--- config.mk ---
export PLATFORM = sky130hd
export DESIGN_NAME = corr_bpred
export DESIGN_NICKNAME = d
export VERILOG_FILES = /design/src/rtl/corr_bpred_pkg.sv /design/src/rtl/corr_bpred_ctrl.sv /design/src/rtl/corr_bpred_dp.sv /design/src/rtl/corr_bpred.sv
export SDC_FILE = /design/constraint.sdc
export NUM_CORES = 1
export LEC_CHECK = 0
export BUFFER_PORTS_ARGS = -buffer_cell sky130_fd_sc_hd__buf_2
export CORE_MARGIN = 3
export CORE_UTILIZATION = 35
export DETAILED_ROUTE_END_ITERATION = 12
export REMOVE_ABC_BUFFERS = 1
export SYNTH_ARGS = -nofsm -noshare
export SYNTH_HDL_FRONTEND = slang
export SYNTH_SLANG_ARGS = --single-unit
--- constraint.sdc ---
create_clock -name clk -period 3.4 [get_ports clk]
set_input_delay 0.34 -clock clk [delete_from_list [all_inputs] [get_ports clk]]
set_output_delay 0.34 -clock clk [all_outputs]
set_load 0.05 [all_outputs]
--- src/rtl/corr_bpred_pkg.sv ---
package corr_bpred_pkg;
  // Strobes from the training control to the counter/history datapath
  typedef struct packed {
    logic ctrUp;      // increment selected counter
    logic ctrDn;      // decrement selected counter
    logic histShift;  // shift resolved outcome into history
  } trainStrb_t;
endpackage

--- src/rtl/corr_bpred_ctrl.sv ---
module corr_bpred_ctrl
  import corr_bpred_pkg::*;
#(
  parameter int CTR_BITS = 2
) (
  input  logic                clk,
  input  logic                rstN,
  input  logic                updValid,
  input  logic                updTaken,
  input  logic [CTR_BITS-1:0] updCtr,
  output trainStrb_t          strb
);
  localparam logic [CTR_BITS-1:0] CTR_MAX = '1;
  localparam logic [CTR_BITS-1:0] CTR_MIN = '0;

  logic atTop, atBot;
  assign atTop = (updCtr == CTR_MAX);
  assign atBot = (updCtr == CTR_MIN);

  always_comb begin
    strb           = '0;
    strb.histShift = updValid;
    strb.ctrUp     = updValid &&  updTaken && !atTop;
    strb.ctrDn     = updValid && !updTaken && !atBot;
  end

  // a counter never moves in both directions at once
  p_one_dir_r5: assert property (@(posedge clk) disable iff (!rstN)
    $onehot0({strb.ctrUp, strb.ctrDn}));

  // no counter moves without a resolved branch
  p_train_needs_upd_r6: assert property (@(posedge clk) disable iff (!rstN)
    (strb.ctrUp || strb.ctrDn) |-> updValid);
endmodule

--- src/rtl/corr_bpred_dp.sv ---
module corr_bpred_dp
  import corr_bpred_pkg::*;
#(
  parameter int PC_W      = 32,
  parameter int HIST_BITS = 2,
  parameter int IDX_BITS  = 4,
  parameter int CTR_BITS  = 2,
  localparam int HW       = (HIST_BITS > 0) ? HIST_BITS : 1
) (
  input  logic                clk,
  input  logic                rstN,
  input  logic [PC_W-1:0]     lkPc,
  input  logic [PC_W-1:0]     updPc,
  input  logic [HW-1:0]       updHist,
  input  logic                updTaken,
  input  trainStrb_t          strb,
  output logic                lkTaken,
  output logic [HW-1:0]       curHist,
  output logic [CTR_BITS-1:0] updCtr
);
  localparam int TAB_BITS = HIST_BITS + IDX_BITS;
  localparam int ENTRIES  = 1 << TAB_BITS;
  localparam logic [CTR_BITS-1:0] CTR_RST = CTR_BITS'(1) << (CTR_BITS - 2);
  localparam logic [CTR_BITS-1:0] CTR_MAX = '1;
  localparam logic [CTR_BITS-1:0] CTR_MIN = '0;

  logic [CTR_BITS-1:0] ctrTab [ENTRIES];
  logic [TAB_BITS-1:0] lkIdx, uIdx;
  logic [IDX_BITS-1:0] lkAddr, uAddr;

  assign lkAddr = lkPc[IDX_BITS+1:2];
  assign uAddr  = updPc[IDX_BITS+1:2];

  logic unusedBits;
  assign unusedBits = ^{lkPc[PC_W-1:IDX_BITS+2], lkPc[1:0],
                        updPc[PC_W-1:IDX_BITS+2], updPc[1:0], updHist};

  generate
    if (HIST_BITS == 0) begin : g_nohist
      assign lkIdx   = lkAddr;
      assign uIdx    = uAddr;
      assign curHist = '0;
    end else begin : g_hist
      logic [HIST_BITS-1:0] ghr;
      if (HIST_BITS == 1) begin : g_one
        always_ff @(posedge clk) begin
          if (!rstN)               ghr <= '0;
          else if (strb.histShift) ghr <= updTaken;
        end
      end else begin : g_many
        always_ff @(posedge clk) begin
          if (!rstN)               ghr <= '0;
          else if (strb.histShift) ghr <= {ghr[HIST_BITS-2:0], updTaken};
        end
      end
      assign lkIdx   = {ghr, lkAddr};
      assign uIdx    = {updHist, uAddr};
      assign curHist = ghr;

      // newest outcome lands in bit 0
      p_hist_in_r3: assert property (@(posedge clk) disable iff (!rstN)
        strb.histShift |=> ghr[0] == $past(updTaken));
      // history idle without an update
      p_hist_hold_r3: assert property (@(posedge clk) disable iff (!rstN)
        !strb.histShift |=> $stable(ghr));
    end
  endgenerate

  always_ff @(posedge clk) begin
    if (!rstN) begin
      for (int i = 0; i < ENTRIES; i++) ctrTab[i] <= CTR_RST;
    end else if (strb.ctrUp) begin
      ctrTab[uIdx] <= ctrTab[uIdx] + 1'b1;
    end else if (strb.ctrDn) begin
      ctrTab[uIdx] <= ctrTab[uIdx] - 1'b1;
    end
  end

  assign lkTaken = ctrTab[lkIdx][CTR_BITS-1];
  assign updCtr  = ctrTab[uIdx];

  // saturation at the top
  p_sat_top_r4: assert property (@(posedge clk) disable iff (!rstN)
    (strb.histShift && updTaken && updCtr == CTR_MAX)
      |=> ctrTab[$past(uIdx)] == CTR_MAX);
  // saturation at the bottom
  p_sat_bot_r4: assert property (@(posedge clk) disable iff (!rstN)
    (strb.histShift && !updTaken && updCtr == CTR_MIN)
      |=> ctrTab[$past(uIdx)] == CTR_MIN);
  // single step up
  p_step_up_r5: assert property (@(posedge clk) disable iff (!rstN)
    (strb.histShift && updTaken && updCtr != CTR_MAX)
      |=> ctrTab[$past(uIdx)] == $past(updCtr) + 1'b1);
  // single step down
  p_step_dn_r5: assert property (@(posedge clk) disable iff (!rstN)
    (strb.histShift && !updTaken && updCtr != CTR_MIN)
      |=> ctrTab[$past(uIdx)] == $past(updCtr) - 1'b1);
endmodule

--- src/rtl/corr_bpred.sv ---
module corr_bpred
  import corr_bpred_pkg::*;
#(
  parameter int PC_W      = 32,
  parameter int HIST_BITS = 2,
  parameter int IDX_BITS  = 4,
  parameter int CTR_BITS  = 2,
  localparam int HW       = (HIST_BITS > 0) ? HIST_BITS : 1
) (
  input  logic            clk,
  input  logic            rstN,
  input  logic [PC_W-1:0] lkPc,
  output logic            lkTaken,
  output logic [HW-1:0]   curHist,
  input  logic            updValid,
  input  logic [PC_W-1:0] updPc,
  input  logic            updTaken,
  input  logic [HW-1:0]   updHist
);
  trainStrb_t          strb;
  logic [CTR_BITS-1:0] updCtr;

  corr_bpred_ctrl #(.CTR_BITS(CTR_BITS)) u_ctrl (
    .clk(clk), .rstN(rstN), .updValid(updValid), .updTaken(updTaken),
    .updCtr(updCtr), .strb(strb)
  );

  corr_bpred_dp #(
    .PC_W(PC_W), .HIST_BITS(HIST_BITS), .IDX_BITS(IDX_BITS), .CTR_BITS(CTR_BITS)
  ) u_dp (
    .clk(clk), .rstN(rstN), .lkPc(lkPc), .updPc(updPc), .updHist(updHist),
    .updTaken(updTaken), .strb(strb), .lkTaken(lkTaken), .curHist(curHist),
    .updCtr(updCtr)
  );
endmodule

==> results_dict.tcl <==
set metrics [dict create \
    pin_count_of_the_biggest_net_entering_global_routing 67 \
    number_of_antenna_violations_at_the_first_check_in_global_routing 1 \
    tritoncts_num_sinks 130 \
    critical_path.reg2reg.startpoint "u_dp.ctrTab[62][0]" \
    grt_pass1_wl_mm 33.4 \
    timing.rr.end "u_dp.ctrTab[41][0]" \
    min_delay_worst_endpoint "u_dp.curHist[0]" \
    worst_slew_pin_slew_ns 0.694 \
    fmax_mhz 317 \
    worst_path_max_delay_cell "sky130_fd_sc_hd__mux4_2" \
    drv.max_cap_violation_count 0 \
    postRouteAntennaNets 0 \
    crit_fanout 21 \
    power.density_cell_area_nw_per_um2 463 \
    final_net_count 734 \
    min_period_over_period 0.929 \
    layout-area-overhead-vs-synth_pct 13.9 \
    fp-row-count 53 \
    cell_at_the_root_of_the_clock_tree "sky130_fd_sc_hd__clkbuf_16" \
    yosys_warnings 0 \
    first_iter_violations 642 \
    vias_in_the_first_global_route 5752 \
    die_area_um2 23900 \
    hold_depth 3 \
    grtUsageMet3 0.0481 \
    worstPathBufferInverterCount 1 \
    pre_antenna_drt_iters 5 \
    cts_buffers 17 \
    starting_utilization_of_the_core_area 0.363 \
    fin_util 0.413 \
    power_uw 4090 \
    cts.repair_timing.setup_buffer_count 0 \
    post_route_cells_drive_above_1_share 0.318 \
    commonest_cells_in_the_netlist "128 x sky130_fd_sc_hd__edfxtp_1, 78 x sky130_fd_sc_hd__nand2_1, 66 x sky130_fd_sc_hd__nand3_1" \
    ctsHoldBuffers 0 \
    route.detailed.wl_per_inst_um 22.8 \
    drcViolationCount 0 \
    die_height_um 155 \
    die-width_um 155 \
    cp_peak_stage_delay_ns 0.46 \
    min_period_ns 3.16 \
    drt-total-wl_mm 21.7 \
    slew_headroom 0.536 \
    grt.met2_usage 0.301 \
    synth_largest_type_area_fraction 0.496 \
    hold_class "in -> reg" \
    hold-worst-slack_ns 0.275 \
    post_synth_main_area_contributors "sky130_fd_sc_hd__edfxtp_1 50%, sky130_fd_sc_hd__mux4_2 9.0%, sky130_fd_sc_hd__a21oi_2 6.8%" \
    post_drt_via_cell_ratio 6.00 \
    routed-via-count 5711 \
    avgSynthCellArea_um2 12.0 \
    yosys.cell_types.count 62 \
    report.final.slew_viol_count 0 \
    top_usage_layer "met2" \
    dpl_worst_slack_ns -0.123 \
    crit_chain "mux4_2 > and2_0 > a2111o_1 > a2111oi_4 > a21oi_1 > a2bb2oi_4 > buf_4 > o21ai_0" \
    crit_path_end_kind "flip-flop" \
    io_buffers 16 \
    layout.cell_area.non_filler_um2 8820 \
    finalSetupViolations 0 \
    synth_enable_flop_cells 128 \
    ir_drop_mv 0.278 \
    path_clk_slew_ns 0.06 \
    cts_resized 0 \
    worst_skew_pair.late_latency_ns 0.42 \
    tritoncts "yes" \
    synth_seq_area_share 0.502 \
    globalRouteTotalUtil 0.186 \
    postSynthRegisterBits 130 \
    outcome "finished clean" \
    grtUsageMet1 0.239 \
    core-area_um2 21400 \
    reg2reg_setup_slack_ns 0.24 \
    depth_of_the_worst_register_to_register_path 8 \
    antenna_cells_inserted 0 \
    critical_path_arrival_ns 3.24 \
    cts_max_level 4 \
    timing.final.ws_setup_ns 0.242 \
    syn_inst 646 \
    timing.clock.skew_ns 0.00537 \
    static-leakage-power_uw 0.00266 \
    detailed_place.area_um2 8270 \
    hp-start "updTaken" \
    critPathLaunchType "flip-flop" \
    cts-root-to-sink-buffers 2 \
    gp_congestion 0.901 \
    path_delay_family "compound AO/OA/AOI/OAI gates" \
    ios 73 \
    final-hold-violation-count 0 \
    rsz_0062_raised_after_global_routing "no" \
    async_flop_share 0 \
    post_synth_instance_area_um2 7740 \
    synth.largest_area_cell "sky130_fd_sc_hd__edfxtp_1" \
    yosys.cell_count.top_type "sky130_fd_sc_hd__edfxtp_1" \
    critPathKind "reg -> reg" \
    most_common_flop_cell_mapped_by_yosys "sky130_fd_sc_hd__edfxtp_1" \
    grt-ovfl-total 0 \
    required_ns 3.48 \
    dp_hpwl_mm 15.0 \
]
## cells by family after synthesis
group                  share of synthesized area
AO/OA/AOI/OAI                              0.165
AND/OR/NAND/NOR                            0.132
flip-flops                                 0.502
buffers and inverters                     0.0745
multiplexers                               0.127
## sequential cells by signal (all words and copies together) (netlist names)
signal,count
u_dp.curHist,2
u_dp.ctrTab,128
## per-stage QoR
| step | std cells | setup TNS [ns] |
|---|---|---|
| detailed placement | 920 | -3.57 |
| floorplan | 568 | -316.69 |
| global route | 952 | 0 |
| CTS | 952 | 0 |
| finish | 952 | 0 |
| global placement | 920 | -0.0218 |
## layer usage
| layer | share of wire | wire [um] |
|---|---|---|
| met5 | 0.00060 | 13 |
| met4 | 0.028 | 601 |
| met3 | 0.087 | 1890 |
| met2 | 0.49 | 10700 |
| met1 | 0.39 | 8560 |
## cell type report
class | instances | area [um2]
Multi-Input combinational cell | 430 | 3320
Timing Repair Buffer | 77 | 688
Clock buffer | 18 | 429
Fill cell | 1991 | 12500
Tap cell | 275 | 344
Sequential cell | 130 | 3880
Clock inverter | 14 | 121
Inverter | 8 | 30.0
## worst max-delay path by stage
stage	startpoint	end	slack, ns	cells past startpoint
after floorplan	updPc[5]	u_dp.ctrTab[0][0]	-2.79	7
after global placement	updPc[2]	u_dp.ctrTab[18][0]	-0.01	10
after detailed placement	updPc[3]	u_dp.ctrTab[41][1]	-0.12	11
after CTS	u_dp.ctrTab[62][0]	u_dp.ctrTab[41][0]	0.26	8
after global routing	u_dp.ctrTab[62][0]	u_dp.ctrTab[41][0]	0.09	8
final	u_dp.ctrTab[62][0]	u_dp.ctrTab[41][0]	0.24	8
## power breakdown
group	internal (uW)	switching (uW)
combinational	203	347
sequential	1790	20.2
clock	1060	665
## worst reg2reg max path: stages, from the launching register on
cell,delay (ns)
sky130_fd_sc_hd__edfxtp_1,0.38
sky130_fd_sc_hd__mux4_2,0.46
sky130_fd_sc_hd__and2_0,0.18
sky130_fd_sc_hd__a2111o_1,0.39
sky130_fd_sc_hd__a2111oi_4,0.41
sky130_fd_sc_hd__a21oi_1,0.18
sky130_fd_sc_hd__a2bb2oi_4,0.21
sky130_fd_sc_hd__buf_4,0.23
sky130_fd_sc_hd__o21ai_0,0.37
## placed cells by master, fill, tap and decap left out, drive strengths merged, types with 3 or more instances in the layout
cell | netlist | final
mux2i | 12 | 12
and3b | 6 | 6
and3 | 6 | 6
buf | 43 | 77
a22oi | 3 | 3
a22o | 6 | 6
clkinv | 0 | 10
a21oi | 70 | 70
nor2 | 3 | 3
a31oi | 3 | 3
mux4 | 34 | 34
edfxtp | 128 | 128
nand2b | 3 | 3
nor3b | 10 | 10
or3 | 3 | 3
inv | 8 | 8
nand3 | 66 | 66
o22ai | 6 | 6
nor3 | 3 | 3
mux2 | 7 | 7
clkbuf | 35 | 18
o21ai | 68 | 68
nor2b | 4 | 4
nand3b | 5 | 5
nand2 | 78 | 78
a221o | 4 | 4
(Power assumes the default switching activity.)
